==> config.mk <==
export PLATFORM = sky130hd
export DESIGN_NAME = coil_pulse_ctrl
export DESIGN_NICKNAME = d
export VERILOG_FILES = /design/src/rtl/coil_pkg.sv /design/src/rtl/coil_warmup.sv /design/src/rtl/coil_gap_timer.sv /design/src/rtl/coil_seq.sv /design/src/rtl/coil_pulse_ctrl.sv
export SDC_FILE = /design/constraint.sdc
export NUM_CORES = 1
export LEC_CHECK = 0
export BUFFER_PORTS_ARGS = -buffer_cell sky130_fd_sc_hd__buf_2
export CAP_MARGIN = 20
export CORE_MARGIN = 4
export CORE_UTILIZATION = 50
export DETAILED_ROUTE_END_ITERATION = 10
export PLACE_DENSITY = 0.68
export SLEW_MARGIN = 10
export SYNTH_ARGS = -nofsm -noshare
export SYNTH_HDL_FRONTEND = slang
export SYNTH_SLANG_ARGS = --single-unit
==> constraint.sdc <==
create_clock -name clk -period 2.49 [get_ports clk]
set_input_delay 0.3735 -clock clk [delete_from_list [all_inputs] [get_ports clk]]
set_output_delay 0.3735 -clock clk [all_outputs]
set_load 0.05 [all_outputs]
==> src/rtl/coil_pkg.sv <==
package coil_pkg;

    typedef enum logic [1:0] {
        POL_NONE = 2'd0,
        POL_FWD  = 2'd1,
        POL_REV  = 2'd2
    } pol_t;

    typedef enum logic [1:0] {
        ST_IDLE  = 2'd0,
        ST_WAIT  = 2'd1,
        ST_PULSE = 2'd2,
        ST_DONE  = 2'd3
    } seq_st_t;

    typedef struct packed {
        logic accept;
        pol_t pol;
    } verdict_t;

    // Forward wins over reverse; refusal rules for cold start, first
    // command and low-supply repetition.
    function automatic verdict_t judge(logic want_fwd, logic want_rev,
                                       logic lowv, logic warm, pol_t last);
        verdict_t v;
        v.pol    = want_fwd ? POL_FWD : (want_rev ? POL_REV : POL_NONE);
        v.accept = 1'b1;
        if (!warm)                                  v.accept = 1'b0;
        if (v.pol == POL_REV && last == POL_NONE)   v.accept = 1'b0;
        if (lowv && v.pol == last)                  v.accept = 1'b0;
        if (v.pol == POL_NONE)                      v.accept = 1'b0;
        return v;
    endfunction

    // Tick strobes required between the previous pulse end and this one.
    function automatic logic [31:0] gap_need(pol_t pol, pol_t last,
                                             logic lowv, logic [31:0] recover);
        if (last == POL_NONE) return 32'd0;
        if (lowv)             return recover;
        return (pol != last) ? 32'd1 : 32'd0;
    endfunction

endpackage

==> src/rtl/coil_warmup.sv <==
module coil_warmup #(
    parameter int POWERUP_TICKS = 10000
) (
    input  logic clk,
    input  logic rst,
    input  logic tick,
    output logic warm
);
    localparam int CW = $clog2(POWERUP_TICKS + 1);

    logic [CW-1:0] cnt;

    always_ff @(posedge clk) begin
        if (rst) begin
            cnt <= '0;
        end else if (tick && cnt != CW'(POWERUP_TICKS)) begin
            cnt <= cnt + 1'b1;
        end
    end

    assign warm = (cnt == CW'(POWERUP_TICKS));

    p_warm_sticky_r5: assert property (@(posedge clk) disable iff (rst)
        warm |=> warm);

endmodule

==> src/rtl/coil_gap_timer.sv <==
module coil_gap_timer #(
    parameter int RECOVER_TICKS = 5000
) (
    input  logic clk,
    input  logic rst,
    input  logic tick,
    input  logic restart,
    output logic [$clog2(RECOVER_TICKS + 1)-1:0] gap_cnt
);
    localparam int GW = $clog2(RECOVER_TICKS + 1);

    always_ff @(posedge clk) begin
        if (rst) begin
            gap_cnt <= GW'(RECOVER_TICKS);
        end else if (restart) begin
            gap_cnt <= '0;
        end else if (tick && gap_cnt != GW'(RECOVER_TICKS)) begin
            gap_cnt <= gap_cnt + 1'b1;
        end
    end

    p_gap_sat_r8: assert property (@(posedge clk) disable iff (rst)
        gap_cnt <= GW'(RECOVER_TICKS));

endmodule

==> src/rtl/coil_seq.sv <==
module coil_seq
    import coil_pkg::*;
#(
    parameter int PULSE_TICKS   = 20,
    parameter int RECOVER_TICKS = 5000,
    localparam int GW = $clog2(RECOVER_TICKS + 1)
) (
    input  logic          clk,
    input  logic          rst,
    input  logic          tick,
    input  logic          rq_fwd,
    input  logic          rq_rev,
    input  logic          low_supply,
    input  logic          warm,
    input  logic [GW-1:0] gap_cnt,
    output logic          gap_restart,
    output logic          drv_fwd,
    output logic          drv_rev,
    output logic          busy,
    output logic          done
);
    localparam int PW = $clog2(PULSE_TICKS + 1);

    seq_st_t       st;
    pol_t          pol_q;
    pol_t          last_q;
    logic [GW-1:0] need_q;
    logic [PW-1:0] pcnt;
    verdict_t      v;
    logic [31:0]   need_w;
    logic          pulse_end;

    always_comb begin
        v      = judge(rq_fwd, rq_rev, low_supply, warm, last_q);
        need_w = gap_need(v.pol, last_q, low_supply, 32'(RECOVER_TICKS));
    end

    assign pulse_end = (st == ST_PULSE) && tick && (pcnt == PW'(PULSE_TICKS - 1));

    always_ff @(posedge clk) begin
        if (rst) begin
            st     <= ST_IDLE;
            pol_q  <= POL_NONE;
            last_q <= POL_NONE;
            need_q <= '0;
            pcnt   <= '0;
        end else begin
            unique case (st)
                ST_IDLE: begin
                    if (rq_fwd || rq_rev) begin
                        if (v.accept) begin
                            pol_q  <= v.pol;
                            last_q <= v.pol;
                            need_q <= GW'(need_w);
                            st     <= ST_WAIT;
                        end else begin
                            st <= ST_DONE;
                        end
                    end
                end
                ST_WAIT: begin
                    if (gap_cnt >= need_q) begin
                        pcnt <= '0;
                        st   <= ST_PULSE;
                    end
                end
                ST_PULSE: begin
                    if (pulse_end) begin
                        st <= ST_DONE;
                    end else if (tick) begin
                        pcnt <= pcnt + 1'b1;
                    end
                end
                ST_DONE: begin
                    pol_q <= POL_NONE;
                    st    <= ST_IDLE;
                end
                default: st <= ST_IDLE;
            endcase
        end
    end

    assign gap_restart = pulse_end;
    assign drv_fwd     = (st == ST_PULSE) && (pol_q == POL_FWD);
    assign drv_rev     = (st == ST_PULSE) && (pol_q == POL_REV);
    assign busy        = (st != ST_IDLE);
    assign done        = (st == ST_DONE);

    p_no_overlap_r9: assert property (@(posedge clk) disable iff (rst)
        !(drv_fwd && drv_rev));

    p_turn_gap_r9: assert property (@(posedge clk) disable iff (rst)
        $rose(drv_rev) |-> !$past(drv_fwd));

    p_done_single_r10: assert property (@(posedge clk) disable iff (rst)
        done |=> !done);

    p_busy_drive_r10: assert property (@(posedge clk) disable iff (rst)
        (drv_fwd || drv_rev) |-> busy);

    p_cold_quiet_r5: assert property (@(posedge clk) disable iff (rst)
        (drv_fwd || drv_rev) |-> warm);

    p_recover_r8: assert property (@(posedge clk) disable iff (rst)
        $rose(drv_fwd || drv_rev) |-> (gap_cnt >= need_q));

endmodule

==> src/rtl/coil_pulse_ctrl.sv <==
module coil_pulse_ctrl #(
    parameter int PULSE_TICKS   = 20,
    parameter int RECOVER_TICKS = 5000,
    parameter int POWERUP_TICKS = 10000
) (
    input  logic clk,
    input  logic rst,
    input  logic tick,
    input  logic rq_fwd,
    input  logic rq_rev,
    input  logic low_supply,
    output logic drv_fwd,
    output logic drv_rev,
    output logic busy,
    output logic done
);
    localparam int GW = $clog2(RECOVER_TICKS + 1);

    logic          warm;
    logic          gap_restart;
    logic [GW-1:0] gap_cnt;

    coil_warmup #(.POWERUP_TICKS(POWERUP_TICKS)) u_warm (
        .clk  (clk),
        .rst  (rst),
        .tick (tick),
        .warm (warm)
    );

    coil_gap_timer #(.RECOVER_TICKS(RECOVER_TICKS)) u_gap (
        .clk     (clk),
        .rst     (rst),
        .tick    (tick),
        .restart (gap_restart),
        .gap_cnt (gap_cnt)
    );

    coil_seq #(
        .PULSE_TICKS   (PULSE_TICKS),
        .RECOVER_TICKS (RECOVER_TICKS)
    ) u_seq (
        .clk         (clk),
        .rst         (rst),
        .tick        (tick),
        .rq_fwd      (rq_fwd),
        .rq_rev      (rq_rev),
        .low_supply  (low_supply),
        .warm        (warm),
        .gap_cnt     (gap_cnt),
        .gap_restart (gap_restart),
        .drv_fwd     (drv_fwd),
        .drv_rev     (drv_rev),
        .busy        (busy),
        .done        (done)
    );

endmodule

==> impl_metrics.tcl <==
set metrics [dict create \
    outcome "complete, no violations" \
    clk_pin_slew_ps 90 \
    synth_cells 255 \
    tns_ps 0 \
    clock-sinks 40 \
    detail-route-antenna-nets 0 \
    avgSynthCellArea_sq_um 8.79 \
    post-route-drc-count 0 \
    hold_violations 0 \
    synth_area_sq_um 2240 \
    cp.arrival_ps 2340 \
    antenna_cells 0 \
    drtIter0Drc 58 \
    cts_tree "done" \
    yosys_warnings 0 \
    worst_pin_slew_ps 659 \
    port-buffer-count 9 \
    crit_type "reg -> reg" \
    die_area_sq_um 5620 \
    syn2layout_area_growth_pct 9.94 \
    viasPerCell 5.45 \
    postLayoutCoreUtil_pct 56.6 \
    clk_latency_ps 300 \
    async_flop_share_pct 0 \
    routedWlPerCell_microns 13.1 \
    critPathLaunchType "flop" \
    power_density_nw_per_um2 638 \
    die_height_microns 74.9 \
    clock-skew-final_ps 11.0 \
    rsz0062_at_grt "false" \
    p_int_mw 1.09 \
    ys_seq_area_share_pct 35.7 \
    coreArea_sq_um 4350 \
    grt_max_degree 23 \
    fin_crit_ps 2140 \
    first_pass_iters 4 \
    worstPathRequired_ps 2700 \
    irDropWorstVdd_uv 378 \
    power_mw 1.57 \
    dp_hpwl_microns 3120 \
    comb_power_share_pct 22.2 \
    critPathMaxFanout 12 \
    initial_utilization_pct 51.5 \
    cts_buffers 5 \
    die_w_microns 74.9 \
    p_clk_share_pct 33.4 \
    crit_chain "inv_1 -> ha_1 -> or3b_1 -> a211oi_1 -> o21a_1 -> o41ai_4 -> nand2_1 -> o31ai_1" \
    synth_cell_types 49 \
    clk_path_buf_depth 2 \
    finalNonFillerCells 319 \
    cts_root_buffer "clkbuf_8" \
    num_vias 1737 \
    final_max_slew_viol_count 0 \
    cpPeakStageDelay_ps 550 \
    switching_power_mw 0.486 \
    num_rows 24 \
    p_leak_nw 0.937 \
    holdCritPathClass "in -> reg" \
    routed_wl_microns 4180 \
    final_nets 287 \
    grt_first_pass_wirelength_microns 7450 \
    synth_flop_cell "dfxtp_1" \
    drive_gt1_share_pct 12.7 \
    grt_overflow 0 \
    ys_ff_latch 40 \
    synth-edff-count 0 \
    switching_share_pct 30.9 \
    post_cts_buffers 0 \
    slowest_stage "o41ai_4" \
    gp_congestion 0.960 \
    maxCapViolCount 0 \
    grt_util_all_layers_pct 17.2 \
    h-tree-depth 2 \
    n_fill_cell 388 \
    ios 10 \
    post-route-period-util_pct 85.8 \
    p_seq_share_pct 44.4 \
    slew_headroom_pct 55.9 \
    dp_cells 311 \
    crit_path_end_kind "flop" \
    first_global_vias 1663 \
    antenna_found_initial 0 \
    ctsHoldBuffers 0 \
    setup_viol 0 \
    fmax_mhz 468 \
    syn_nets 276 \
]
[placed cells by master (no fill, tap or decap), drive strengths merged, types with 4 or more instances in the layout]
cell    synthesis  layout
nand2          21      21
ha             15      15
nor2           34      34
and3            5       5
nand2b          4       4
a21oi          14      14
nand4           5       5
inv            14      14
buf             2      12
clkbuf          6       5
o21bai          6       6
nor4            4       4
dfxtp          40      40
xor2           18      18
nand3          15      15
xnor2           7       7
[sequential cells by signal, summed over array words and instances (netlist names)]
name	cells
u_gap.gap_cnt	13
u_seq.st	2
u_seq.pol_q	2
u_seq.last_q	2
u_seq.pcnt	5
u_seq.need_q	2
u_warm.cnt	14
[critical path, delay by kind of cell, from the launching register on]
family	cells	cell delay, ps
AO/OA/AOI/OAI	4	1030
flip-flops	1	370
AND/OR/NAND/NOR	2	350
adder cells (fa/ha/maj)	1	200
buffers and inverters	1	110
[cell usage after synthesis, types with 6 or more instances]
library cell / number / area [sq um]
inv_1: 14 / 52.6
nand3_1: 15 / 75.1
dfxtp_1: 40 / 801
ha_1: 15 / 188
o21bai_1: 6 / 45.0
xor2_1: 18 / 158
nor2_1: 34 / 128
xnor2_1: 7 / 61.3
a21oi_1: 14 / 70.1
nand2_1: 21 / 78.8
clkbuf_1: 6 / 22.5
[layout make-up]
cell class	instances	area, sq um	area share (%)
Timing Repair Buffer	12	67.6	2.74
Sequential cell	40	801	32.5
Clock inverter	3	42.5	1.73
Inverter	14	52.6	2.13
Tap cell	52	65.1	2.64
Multi-Input combinational cell	193	1370	55.5
Clock buffer	5	68.8	2.79
[worst paths after layout]
kind              depth (start not counted)                          start  slack [ps]                           end
setup reg to reg                          8  u_gap.gap_cnt[0]$_SDFFE_PP0N_         350    u_seq.pcnt[3]$_SDFFE_PP0P_
hold / removal                            3                     low_supply         400  u_seq.need_q[9]$_SDFFE_PP0P_
hold reg to reg                           2    u_seq.pol_q[1]$_SDFFE_PP0P_         470   u_seq.pol_q[1]$_SDFFE_PP0P_
setup / recovery                          8  u_gap.gap_cnt[0]$_SDFFE_PP0N_         350    u_seq.pcnt[3]$_SDFFE_PP0P_
[metrics by stage]
| step | worst slack, ps | hold slack [ps] | cell area, sq um |
|---|---|---|---|
| after floorplan | 265 | 440 | 2240 |
| after global placement | 190 | 455 | 2340 |
| after detailed placement | 116 | 461 | 2340 |
| after CTS | 76.7 | 395 | 2450 |
| after global routing | 151 | 425 | 2460 |
| final | 352 | 396 | 2460 |
[per-layer routing]
layer	share of wire (%)	vias up	GRT usage [%]
li1	-	908	-
met1	49	807	22.3
met2	47	15	27.7
met3	2.7	7	4.41
met4	1.5	0	5.93
met5	0	-	0
[repair_timing]
action | CTS | global route
hold endpoints to repair | 0 | 0
setup endpoints to repair | 0 | 7
gates resized for setup | 0 | 1
[cell families after synthesis]
logic type / share of synthesized area, %
xor+xnor: 9.77
compound gates: 13.6
fa+ha+maj: 8.38
flops: 35.7
mux: 1.84
buf+inv: 3.80
simple gates: 26.9
[power by group through the flow]
| stage | Combinational [mW] | Sequential (mW) | Clock (mW) |
|---|---|---|---|
| 2_1_floorplan | 0.277 | 0.707 | 0 |
| 3_3_place_gp | 0.342 | 0.712 | 0 |
| 3_5_place_dp | 0.349 | 0.712 | 0 |
| 4_1_cts | 0.351 | 0.697 | 0.543 |
| 5_1_grt | 0.388 | 0.702 | 0.570 |
| 6_report | 0.349 | 0.697 | 0.525 |
Power figures use the tool's default switching activity.
